--- src/rtl/ssl_pkg.sv ---
package ssl_pkg;
  // number of bits the slave samples after the start bit
  function automatic int rx_bits(input bit wr, input int hdr_w, input int data_w);
    return wr ? hdr_w + data_w : hdr_w;
  endfunction

  // number of bits in the acknowledge frame, start bit included
  function automatic int tx_bits(input bit wr, input int hdr_w, input int data_w);
    return wr ? 1 + hdr_w : 1 + hdr_w + data_w;
  endfunction
endpackage

--- src/rtl/ssl_rx.sv ---
module ssl_rx #(
  parameter int OP_W   = 6,
  parameter int ADDR_W = 12,
  parameter int DATA_W = 32
) (
  input  logic              clk,
  input  logic              rst_n,
  input  logic              sel_n,
  input  logic              cmd_in,
  input  logic              enable,
  output logic              busy,
  output logic              frame_done,
  output logic              f_wr,
  output logic [OP_W-1:0]   f_op,
  output logic [ADDR_W-1:0] f_addr,
  output logic [DATA_W-1:0] f_wdata
);
  localparam int HDR_W = 1 + OP_W + ADDR_W;
  localparam int SH_W  = HDR_W + DATA_W;
  localparam int CNT_W = $clog2(SH_W + 1);

  logic [SH_W-1:0]  sh_q, sh_nx;
  logic [CNT_W-1:0] cnt_q;
  logic             wr_q, busy_q, wr_now;
  logic [HDR_W-1:0] hdr;

  assign wr_now     = (cnt_q == '0) ? cmd_in : wr_q;
  assign sh_nx      = {sh_q[SH_W-2:0], cmd_in};
  assign frame_done = busy_q && !sel_n &&
                      (int'(cnt_q) == ssl_pkg::rx_bits(wr_now, HDR_W, DATA_W) - 1);
  assign hdr        = wr_now ? sh_nx[SH_W-1 -: HDR_W] : sh_nx[HDR_W-1:0];
  assign f_wr       = hdr[HDR_W-1];
  assign f_op       = hdr[HDR_W-2 -: OP_W];
  assign f_addr     = hdr[ADDR_W-1:0];
  assign f_wdata    = wr_now ? sh_nx[DATA_W-1:0] : '0;
  assign busy       = busy_q;

  always_ff @(posedge clk or negedge rst_n) begin
    if (!rst_n) begin
      busy_q <= 1'b0;
      cnt_q  <= '0;
      sh_q   <= '0;
      wr_q   <= 1'b0;
    end else if (sel_n) begin
      busy_q <= 1'b0;
      cnt_q  <= '0;
    end else if (!busy_q) begin
      if (enable && cmd_in) begin
        busy_q <= 1'b1;
        cnt_q  <= '0;
        sh_q   <= '0;
      end
    end else if (frame_done) begin
      busy_q <= 1'b0;
      cnt_q  <= '0;
    end else begin
      sh_q  <= sh_nx;
      cnt_q <= cnt_q + 1'b1;
      if (cnt_q == '0) wr_q <= cmd_in;
    end
  end
endmodule

--- src/rtl/ssl_req.sv ---
module ssl_req #(
  parameter int OP_W   = 6,
  parameter int ADDR_W = 12,
  parameter int DATA_W = 32
) (
  input  logic              clk,
  input  logic              rst_n,
  input  logic              sel_n,
  input  logic              start,
  input  logic              s_wr,
  input  logic [OP_W-1:0]   s_op,
  input  logic [ADDR_W-1:0] s_addr,
  input  logic [DATA_W-1:0] s_wdata,
  input  logic              reg_ack,
  output logic              reg_req,
  output logic              reg_wr,
  output logic [OP_W-1:0]   reg_op,
  output logic [ADDR_W-1:0] reg_addr,
  output logic [DATA_W-1:0] reg_wdata,
  output logic              acc_done
);
  assign acc_done = reg_req && reg_ack && !sel_n;

  always_ff @(posedge clk or negedge rst_n) begin
    if (!rst_n) begin
      reg_req   <= 1'b0;
      reg_wr    <= 1'b0;
      reg_op    <= '0;
      reg_addr  <= '0;
      reg_wdata <= '0;
    end else if (sel_n) begin
      reg_req <= 1'b0;
    end else if (start) begin
      reg_req   <= 1'b1;
      reg_wr    <= s_wr;
      reg_op    <= s_op;
      reg_addr  <= s_addr;
      reg_wdata <= s_wdata;
    end else if (acc_done) begin
      reg_req <= 1'b0;
    end
  end
endmodule

--- src/rtl/ssl_tx.sv ---
module ssl_tx #(
  parameter int OP_W   = 6,
  parameter int ADDR_W = 12,
  parameter int DATA_W = 32
) (
  input  logic              clk,
  input  logic              rst_n,
  input  logic              sel_n,
  input  logic              load,
  input  logic              l_wr,
  input  logic [OP_W-1:0]   l_op,
  input  logic [ADDR_W-1:0] l_addr,
  input  logic [DATA_W-1:0] l_rdata,
  output logic              busy,
  output logic              tx_bit,
  output logic              tx_last
);
  localparam int HDR_W = 1 + OP_W + ADDR_W;
  localparam int TX_W  = 1 + HDR_W + DATA_W;
  localparam int CNT_W = $clog2(TX_W + 1);

  logic [TX_W-1:0]  sh_q;
  logic [CNT_W-1:0] cnt_q;
  logic             wr_q, busy_q;

  assign busy    = busy_q;
  assign tx_bit  = sh_q[TX_W-1];
  assign tx_last = busy_q &&
                   (int'(cnt_q) == ssl_pkg::tx_bits(wr_q, HDR_W, DATA_W) - 1);

  always_ff @(posedge clk or negedge rst_n) begin
    if (!rst_n) begin
      busy_q <= 1'b0;
      cnt_q  <= '0;
      sh_q   <= '0;
      wr_q   <= 1'b0;
    end else if (sel_n) begin
      busy_q <= 1'b0;
      cnt_q  <= '0;
    end else if (load) begin
      busy_q <= 1'b1;
      cnt_q  <= '0;
      wr_q   <= l_wr;
      sh_q   <= {1'b1, l_wr, l_op, l_addr, (l_wr ? {DATA_W{1'b0}} : l_rdata)};
    end else if (busy_q) begin
      if (tx_last) begin
        busy_q <= 1'b0;
        cnt_q  <= '0;
      end else begin
        sh_q  <= {sh_q[TX_W-2:0], 1'b0};
        cnt_q <= cnt_q + 1'b1;
      end
    end
  end
endmodule

--- src/rtl/ctl_serial_slave.sv ---
module ctl_serial_slave #(
  parameter int OP_W   = 6,
  parameter int ADDR_W = 12,
  parameter int DATA_W = 32
) (
  input  logic              clk,
  input  logic              rst_n,
  input  logic              sel_n,
  input  logic              cmd_in,
  output logic              rsp_out,
  output logic              rsp_oe,
  output logic              reg_req,
  output logic              reg_wr,
  output logic [OP_W-1:0]   reg_op,
  output logic [ADDR_W-1:0] reg_addr,
  output logic [DATA_W-1:0] reg_wdata,
  input  logic              reg_ack,
  input  logic [DATA_W-1:0] reg_rdata
);
  // named internal events, observed by the bound checker
  logic              rx_busy, frame_done, acc_done, tx_busy, tx_bit, tx_last;
  logic              f_wr;
  logic [OP_W-1:0]   f_op;
  logic [ADDR_W-1:0] f_addr;
  logic [DATA_W-1:0] f_wdata;
  logic              rx_enable;

  assign rx_enable = !(reg_req || tx_busy);

  ssl_rx #(.OP_W(OP_W), .ADDR_W(ADDR_W), .DATA_W(DATA_W)) u_rx (
    .clk(clk), .rst_n(rst_n), .sel_n(sel_n), .cmd_in(cmd_in), .enable(rx_enable),
    .busy(rx_busy), .frame_done(frame_done), .f_wr(f_wr), .f_op(f_op),
    .f_addr(f_addr), .f_wdata(f_wdata)
  );

  ssl_req #(.OP_W(OP_W), .ADDR_W(ADDR_W), .DATA_W(DATA_W)) u_req (
    .clk(clk), .rst_n(rst_n), .sel_n(sel_n), .start(frame_done),
    .s_wr(f_wr), .s_op(f_op), .s_addr(f_addr), .s_wdata(f_wdata),
    .reg_ack(reg_ack), .reg_req(reg_req), .reg_wr(reg_wr), .reg_op(reg_op),
    .reg_addr(reg_addr), .reg_wdata(reg_wdata), .acc_done(acc_done)
  );

  ssl_tx #(.OP_W(OP_W), .ADDR_W(ADDR_W), .DATA_W(DATA_W)) u_tx (
    .clk(clk), .rst_n(rst_n), .sel_n(sel_n), .load(acc_done),
    .l_wr(reg_wr), .l_op(reg_op), .l_addr(reg_addr), .l_rdata(reg_rdata),
    .busy(tx_busy), .tx_bit(tx_bit), .tx_last(tx_last)
  );

  // driver released the moment select goes high; low while the access waits
  assign rsp_oe  = !sel_n && (reg_req || tx_busy);
  assign rsp_out = rsp_oe && tx_busy && tx_bit;
endmodule

--- config.mk ---
export PLATFORM = sky130hd
export DESIGN_NAME = ctl_serial_slave
export DESIGN_NICKNAME = d
export VERILOG_FILES = /design/src/rtl/ssl_pkg.sv /design/src/rtl/ssl_rx.sv /design/src/rtl/ssl_req.sv /design/src/rtl/ssl_tx.sv /design/src/rtl/ctl_serial_slave.sv
export SDC_FILE = /design/constraint.sdc
export NUM_CORES = 1
export LEC_CHECK = 0
export BUFFER_PORTS_ARGS = -buffer_cell sky130_fd_sc_hd__buf_2
export CAP_MARGIN = 40
export CORE_ASPECT_RATIO = 2
export CORE_MARGIN = 1.5
export CORE_UTILIZATION = 45
export CTS_CLUSTER_SIZE = 30
export DETAILED_ROUTE_END_ITERATION = 8
export PLACE_DENSITY = 0.6
export SLEW_MARGIN = 20
export SYNTH_ARGS = -nofsm -noshare
export SYNTH_HDL_FRONTEND = slang
export SYNTH_HIERARCHICAL = 1
export SYNTH_SLANG_ARGS = --single-unit
export TNS_END_PERCENT = 100
--- constraint.sdc ---
create_clock -name clk -period 4.3 [get_ports clk]
set_input_delay 0.86 -clock clk [delete_from_list [all_inputs] [get_ports clk]]
set_output_delay 0.86 -clock clk [all_outputs]
set_load 0.005 [all_outputs]
==> run metrics, run 1 <==
run status=finished clean; kind of critical path=in2out; setup TNS=0 ns; Final Hold Vio Count=0; # DRC=0; Die Area=21600 µm²; CTS tree=done; initial antenna violation count=0; Placer Congestion=0.815; post-route ant nets=0; CP max stage delay=0.39 ns; fraction of final layout cells sized beyond drive strength 1=23.3%; GRT Util Overall=23.9%; io pins=91; PostCTS Resize Cnt=0; crit share post-route=60.8%; worst path cell trace=buf_2, buf_4, and3b_1, buf_2; family with the most delay on the worst path=buffers and inverters; Core Area=20400 µm²; Design Area, Final=10300 µm²; number of global-route vias before repair=7366; min-delay worst type=in2async; yosys warns=6; Net Count, Synth=917; Worst path slowest cell=buf_4; max_slew headroom=44.0%; global-route wire length before repair=40200 µm; pwr/cell area=333 nW/µm²; Mapped Area=9320 µm²; Die Width=105 µm; f_max=0.382 GHz; Final HPWL DP=16200 µm; most frequent cells in the layout=dfrtp_1 (170), buf_2 (90), nand2_1 (85); synth-to-layout area growth=11.1%; commonest non-fill, non-tap cell in the layout=dfrtp_1; clk_lat worst skew=0.45 ns; Least-Margin Pin Slew=0.836 ns; Root Buffer=clkbuf_16; crit-path max FO=49; Setup crit end kind=output pin; Arr. time, crit path=1.76 ns; Starting Density=45.7%; LEAKAGE=4.48 nW; Die Y-Extent=207 µm; most used cell, CP=buf_2; final WL=24600 µm; CTS Buf Count=17; RSZ-0062 raised after global routing=false; max-cap check violation count=0; Antenna Cells=0; Clock Skews=0.0101 ns; Longest Clk Path Bufs=2; Buf+Inv Stages, Crit Path=3; port buffer count=90; Placed Area=9770 µm²; CP startpoint kind=primary input; Max H-tree Level=4; Clock Sinks=170; Syn Inst Count=876; via count=7262; synthesized area per cell=10.6 µm²; clk slew on worst S/H paths=0.07 ns; setup violators final=0; WP data required=3.44 ns; Hold Buf Count CTS=0; Overflow after GRT=0; Placement Rows=74; fin nets=960; average wire per standard cell=20.6 µm; Via density=6.06; Setup Fix Bufs, Post-CTS=0; peak supply drop=0.232 mV; pin count of the biggest net entering global routing=81; final core utilization=50.8%; Pre-antenna DRT Iters=5; Slew Limit Fails=0; crit path time final=2.62 ns; initial DRC count=447; hold slack=0.190 ns
-- worst register-to-register path, cell delays in order (launching register included) --
cell and delay [ns]:
dfrtp_1 0.44, inv_1 0.11, ha_1 0.21, nor4bb_1 0.32, buf_4 0.21, and3_1 0.20, nor2b_4 0.16, buf_4 0.42
mux2_2 0.39
-- power breakdown --
| group | total, mW | internal [mW] | switching [mW] |
|---|---|---|---|
| Clock | 1.46 | 0.806 | 0.650 |
| Combinational | 0.360 | 0.0954 | 0.264 |
| Sequential | 1.63 | 1.61 | 0.0176 |
-- registers in the layout, summed over array words and instances (netlist names), 6 cells and up --
| name | flops |
|---|---|
| u_rx/cnt_q | 6 |
| u_rx/sh_q | 50 |
| u_req/reg_addr | 12 |
| u_req/reg_wdata | 32 |
| u_tx/cnt_q | 6 |
| u_tx/sh_q | 52 |
| u_req/reg_op | 6 |
-- area by class of cell --
class / count / area [µm²]
Fill cell: 1940 / 10000
Tap cell: 266 / 333
Clock inverter: 12 / 101
Timing Repair Buffer: 115 / 674
Sequential cell: 170 / 4250
Multi-Input combinational cell: 604 / 4500
Clock buffer: 20 / 447
Inverter: 11 / 41.3
-- layer usage --
| metal | routed length [µm] | up-vias | GRT usage [%] | share of wire (%) |
|---|---|---|---|---|
| li1 | - | 3412 | - | - |
| met1 | 9790 | 3639 | 27.4 | 40 |
| met2 | 12900 | 167 | 41.9 | 52 |
| met3 | 746 | 44 | 3.66 | 3.0 |
| met4 | 1200 | 0 | 14.2 | 4.9 |
| met5 | 0 | - | 0 | 0 |
-- path summary, 6_finish.rpt --
| kind | start | end | slack [ns] | cells after the start |
|---|---|---|---|---|
| worst max-delay path | sel_n | rsp_out | 1.68 | 4 |
| worst min-delay path | rst_n | u_tx/sh_q[5]$_DFFE_PN0P_ | 0.19 | 1 |
| worst max register to register | u_rx/cnt_q[0]$_DFFE_PN0P_ | u_req/reg_addr[9]$_DFFE_PN0P_ | 1.74 | 8 |
| worst min register to register | u_req/reg_wdata[1]$_DFFE_PN0P_ | u_req/reg_wdata[1]$_DFFE_PN0P_ | 0.51 | 1 |
| max in group asynchronous | rst_n | u_rx/cnt_q[2]$_DFFE_PN0P_ | 3.11 | 3 |
| min in group clk | u_req/reg_wdata[1]$_DFFE_PN0P_ | u_req/reg_wdata[1]$_DFFE_PN0P_ | 0.51 | 1 |
-- metrics by stage --
stage	std cells	setup slack, ns	total power [mW]
4_1_cts	1197	1.68	3.48
3_5_place_dp	1165	1.32	2.01
3_3_place_gp	1164	1.36	2.01
5_1_grt	1198	1.59	3.59
6_report	1198	1.68	3.44
2_1_floorplan	876	1.91	1.88
Power figures use the tool's default switching activity.
==> inputs of run 2 (changes only) <==
Settings changed: ABC_AREA set to 1, PLACE_DENSITY 0.6 to 0.61.
Clock period 4.3 ns to 2.5 ns, I/O delays scaled along.
==> run 2 against run 1 <==
  * Global-route usage fell by 3.4 points
  * Routed wire length shrank 22%
  * Clock skew rose by 0.00072 ns
  * Largest power group unchanged
  * Largest cell class is now sequential cells
  * Count of clock-buffer cells in the layout down 2
  * Cell area shrank 7.9%
  * Non-clock buffer count down 1
==> run metrics, run 2 <==
port buffer count=90; global-route wire length before repair=32300 µm; reg2reg setup slack=0.38 ns; min-delay worst type=in2reg; post-route ant nets=0; RSZ-0062 raised after global routing=false; worst r2r dst=u_req/reg_addr[4]$_DFFE_PN0P_; crit share post-route=84.9%; Setup Fix Bufs, Post-CTS=0; GRT Util Overall=20.5%; Via density=5.00; average wire per standard cell=13.9 µm; io pins=91; Post-synth EDFFs=0; Placement Rows=70; Reg2Reg Depth=9; number of global-route vias before repair=6741; dpl cells=1344; GRT busiest layer=met2; hold depth=3; max-cap check violation count=0; setup violators final=0; Longest Clk Path Bufs=2; Yosys top cell area share=50.5%; PostCTS Resize Cnt=0; final WL=19100 µm; Antenna Cells=0; WP data required=2.81 ns; synthesized area per cell=7.77 µm²; # DRC=0; clk slew on worst S/H paths=0.07 ns; top cells by count, synth=nand2_1 (512), dfrtp_1 (170), nand3_1 (116), inv_1 (56), nor2_1 (45); Syn Inst Count=1083; pwr/cell area=591 nW/µm²; main flop type after synthesis=dfrtp_1; Starting Density=46.0%; CTS Buf Count=17; f_max=0.471 GHz; pin count of the biggest net entering global routing=59; Net Count, Synth=1124; ys async rst share=100%; crit path time final=2.12 ns; run status=finished clean; Setup crit end kind=register; worst setup path end=u_req/reg_addr[4]$_DFFE_PN0P_; GRT met1 Usage=23.8%; CTS tree=done; most frequent cells in the layout=nand2_1 (512), dfrtp_1 (170), nand3_1 (116); Placer Congestion=0.862; kind of critical path=reg2reg; Mapped Area=8420 µm²; met2 usage=37.4%; Die Width=99.7 µm; Overflow after GRT=0; sequential-to-total area share from yosys stat=50.5%; Yosys top cell by area=dfrtp_1; setup TNS=0 ns; Critical R2R Launch=u_rx/cnt_q[0]$_DFFE_PN0P_; crit-path max FO=52; yosys warns=6; FF+latch count, synth=170; Least-Margin Pin Slew=0.590 ns; Area contributors post-synth=dfrtp_1 (51%), nand2_1 (23%), nand3_1 (6.9%), o21ai_2 (4.1%), inv_1 (2.5%); met3 Use GR=3.37%; Max H-tree Level=4; Largest Register=u_tx/sh_q; CP startpoint=u_rx/cnt_q[0]$_DFFE_PN0P_; Arr. time, crit path=2.43 ns; Clock Skews=0.0108 ns; Hold Buf Count CTS=1; Core Area=18300 µm²; Root Buffer=clkbuf_16; clk_lat worst skew=0.43 ns; initial DRC count=225; Final Hold Vio Count=0; Final HPWL DP=13100 µm; CP startpoint kind=register; Pre-antenna DRT Iters=5; Clock Sinks=170; Slew Limit Fails=0; synth-to-layout area growth=13.2%; commonest non-fill, non-tap cell in the layout=nand2_1; Synth cell types=31; Die Area=19600 µm²; Non-Filler Instances=1377; fin nets=1189; LEAKAGE=5.16 nW; via count=6887; most common cell in the netlist=nand2_1; Largest regs=u_tx/sh_q (52), u_rx/sh_q (50), u_req/reg_wdata (32); initial antenna violation count=0; Die Y-Extent=196 µm; max reg flops=52; peak supply drop=0.400 mV; max_slew headroom=60.7%; fraction of final layout cells sized beyond drive strength 1=17.1%
[run 2: cell families (layout without fill, tap and decap cells)]
family	after synthesis	after routing	share of synthesized area, %
AOI/OAI and AO/OA	79	79	6.60
xor gates and xnor gates	3	3	0.312
adders and majority gates	4	4	0.595
buffers and inverters	128	206	7.97
DFF	170	170	50.5
muxes	1	1	0.119
and+or+nand+nor	698	698	33.9
[run 2: per-stage QoR]
step	util (%)	power, mW	hold WS (ns)	area (µm²)	setup slack, ns
final	52.1	5.63	0.323	9530	0.377
after global routing	52.1	5.85	0.341	9530	0.102
after CTS	52.1	5.72	0.314	9530	0.354
after detailed placement	48.8	3.12	0.434	8940	0.341
after global placement	48.8	3.12	0.439	8940	0.358
after floorplan	-	2.98	0.204	8420	0.734
[run 2: final cells by class]
type	instances	area [µm²]
clock buffers	18	429
clock inverters	14	150
repair buffers	114	702
multi-input cells	785	3500
flip-flops and latches	170	4250
well taps	216	270
fillers	1848	8770
inverters	60	228
[run 2: per-layer routing]
metal / vias up / routed length (µm)
met4: 0 / 312
met1: 3273 / 8030
met3: 18 / 422
met2: 86 / 10300
met5: - / 0
li1: 3510 / -
[run 2: worst min-delay path by stage]
stage	start	to
final	reg_rdata[0]	u_tx/sh_q[0]$_DFFE_PN0P_
after global routing	reg_rdata[0]	u_tx/sh_q[0]$_DFFE_PN0P_
after CTS	reg_rdata[0]	u_tx/sh_q[0]$_DFFE_PN0P_
after detailed placement	rst_n	u_tx/sh_q[13]$_DFFE_PN0P_
after global placement	rst_n	u_tx/sh_q[13]$_DFFE_PN0P_
after floorplan	rst_n	u_req/reg_addr[0]$_DFFE_PN0P_
[run 2: report_power, final]
group / switching [mW] / internal (mW) / total [mW]
logic: 0.216 / 0.0763 / 0.292
registers: 0.00837 / 2.76 / 2.77
clock network: 1.10 / 1.47 / 2.57
[run 2: critical path, stage by stage (launching register included)]
cell     delay [ns]
dfrtp_1        0.41
inv_1          0.15
ha_1           0.17
nand4_1        0.08
nor3_1         0.28
nand3_4        0.18
inv_1          0.17
nand2_4        0.32
nand2_1        0.16
nand2_1        0.07
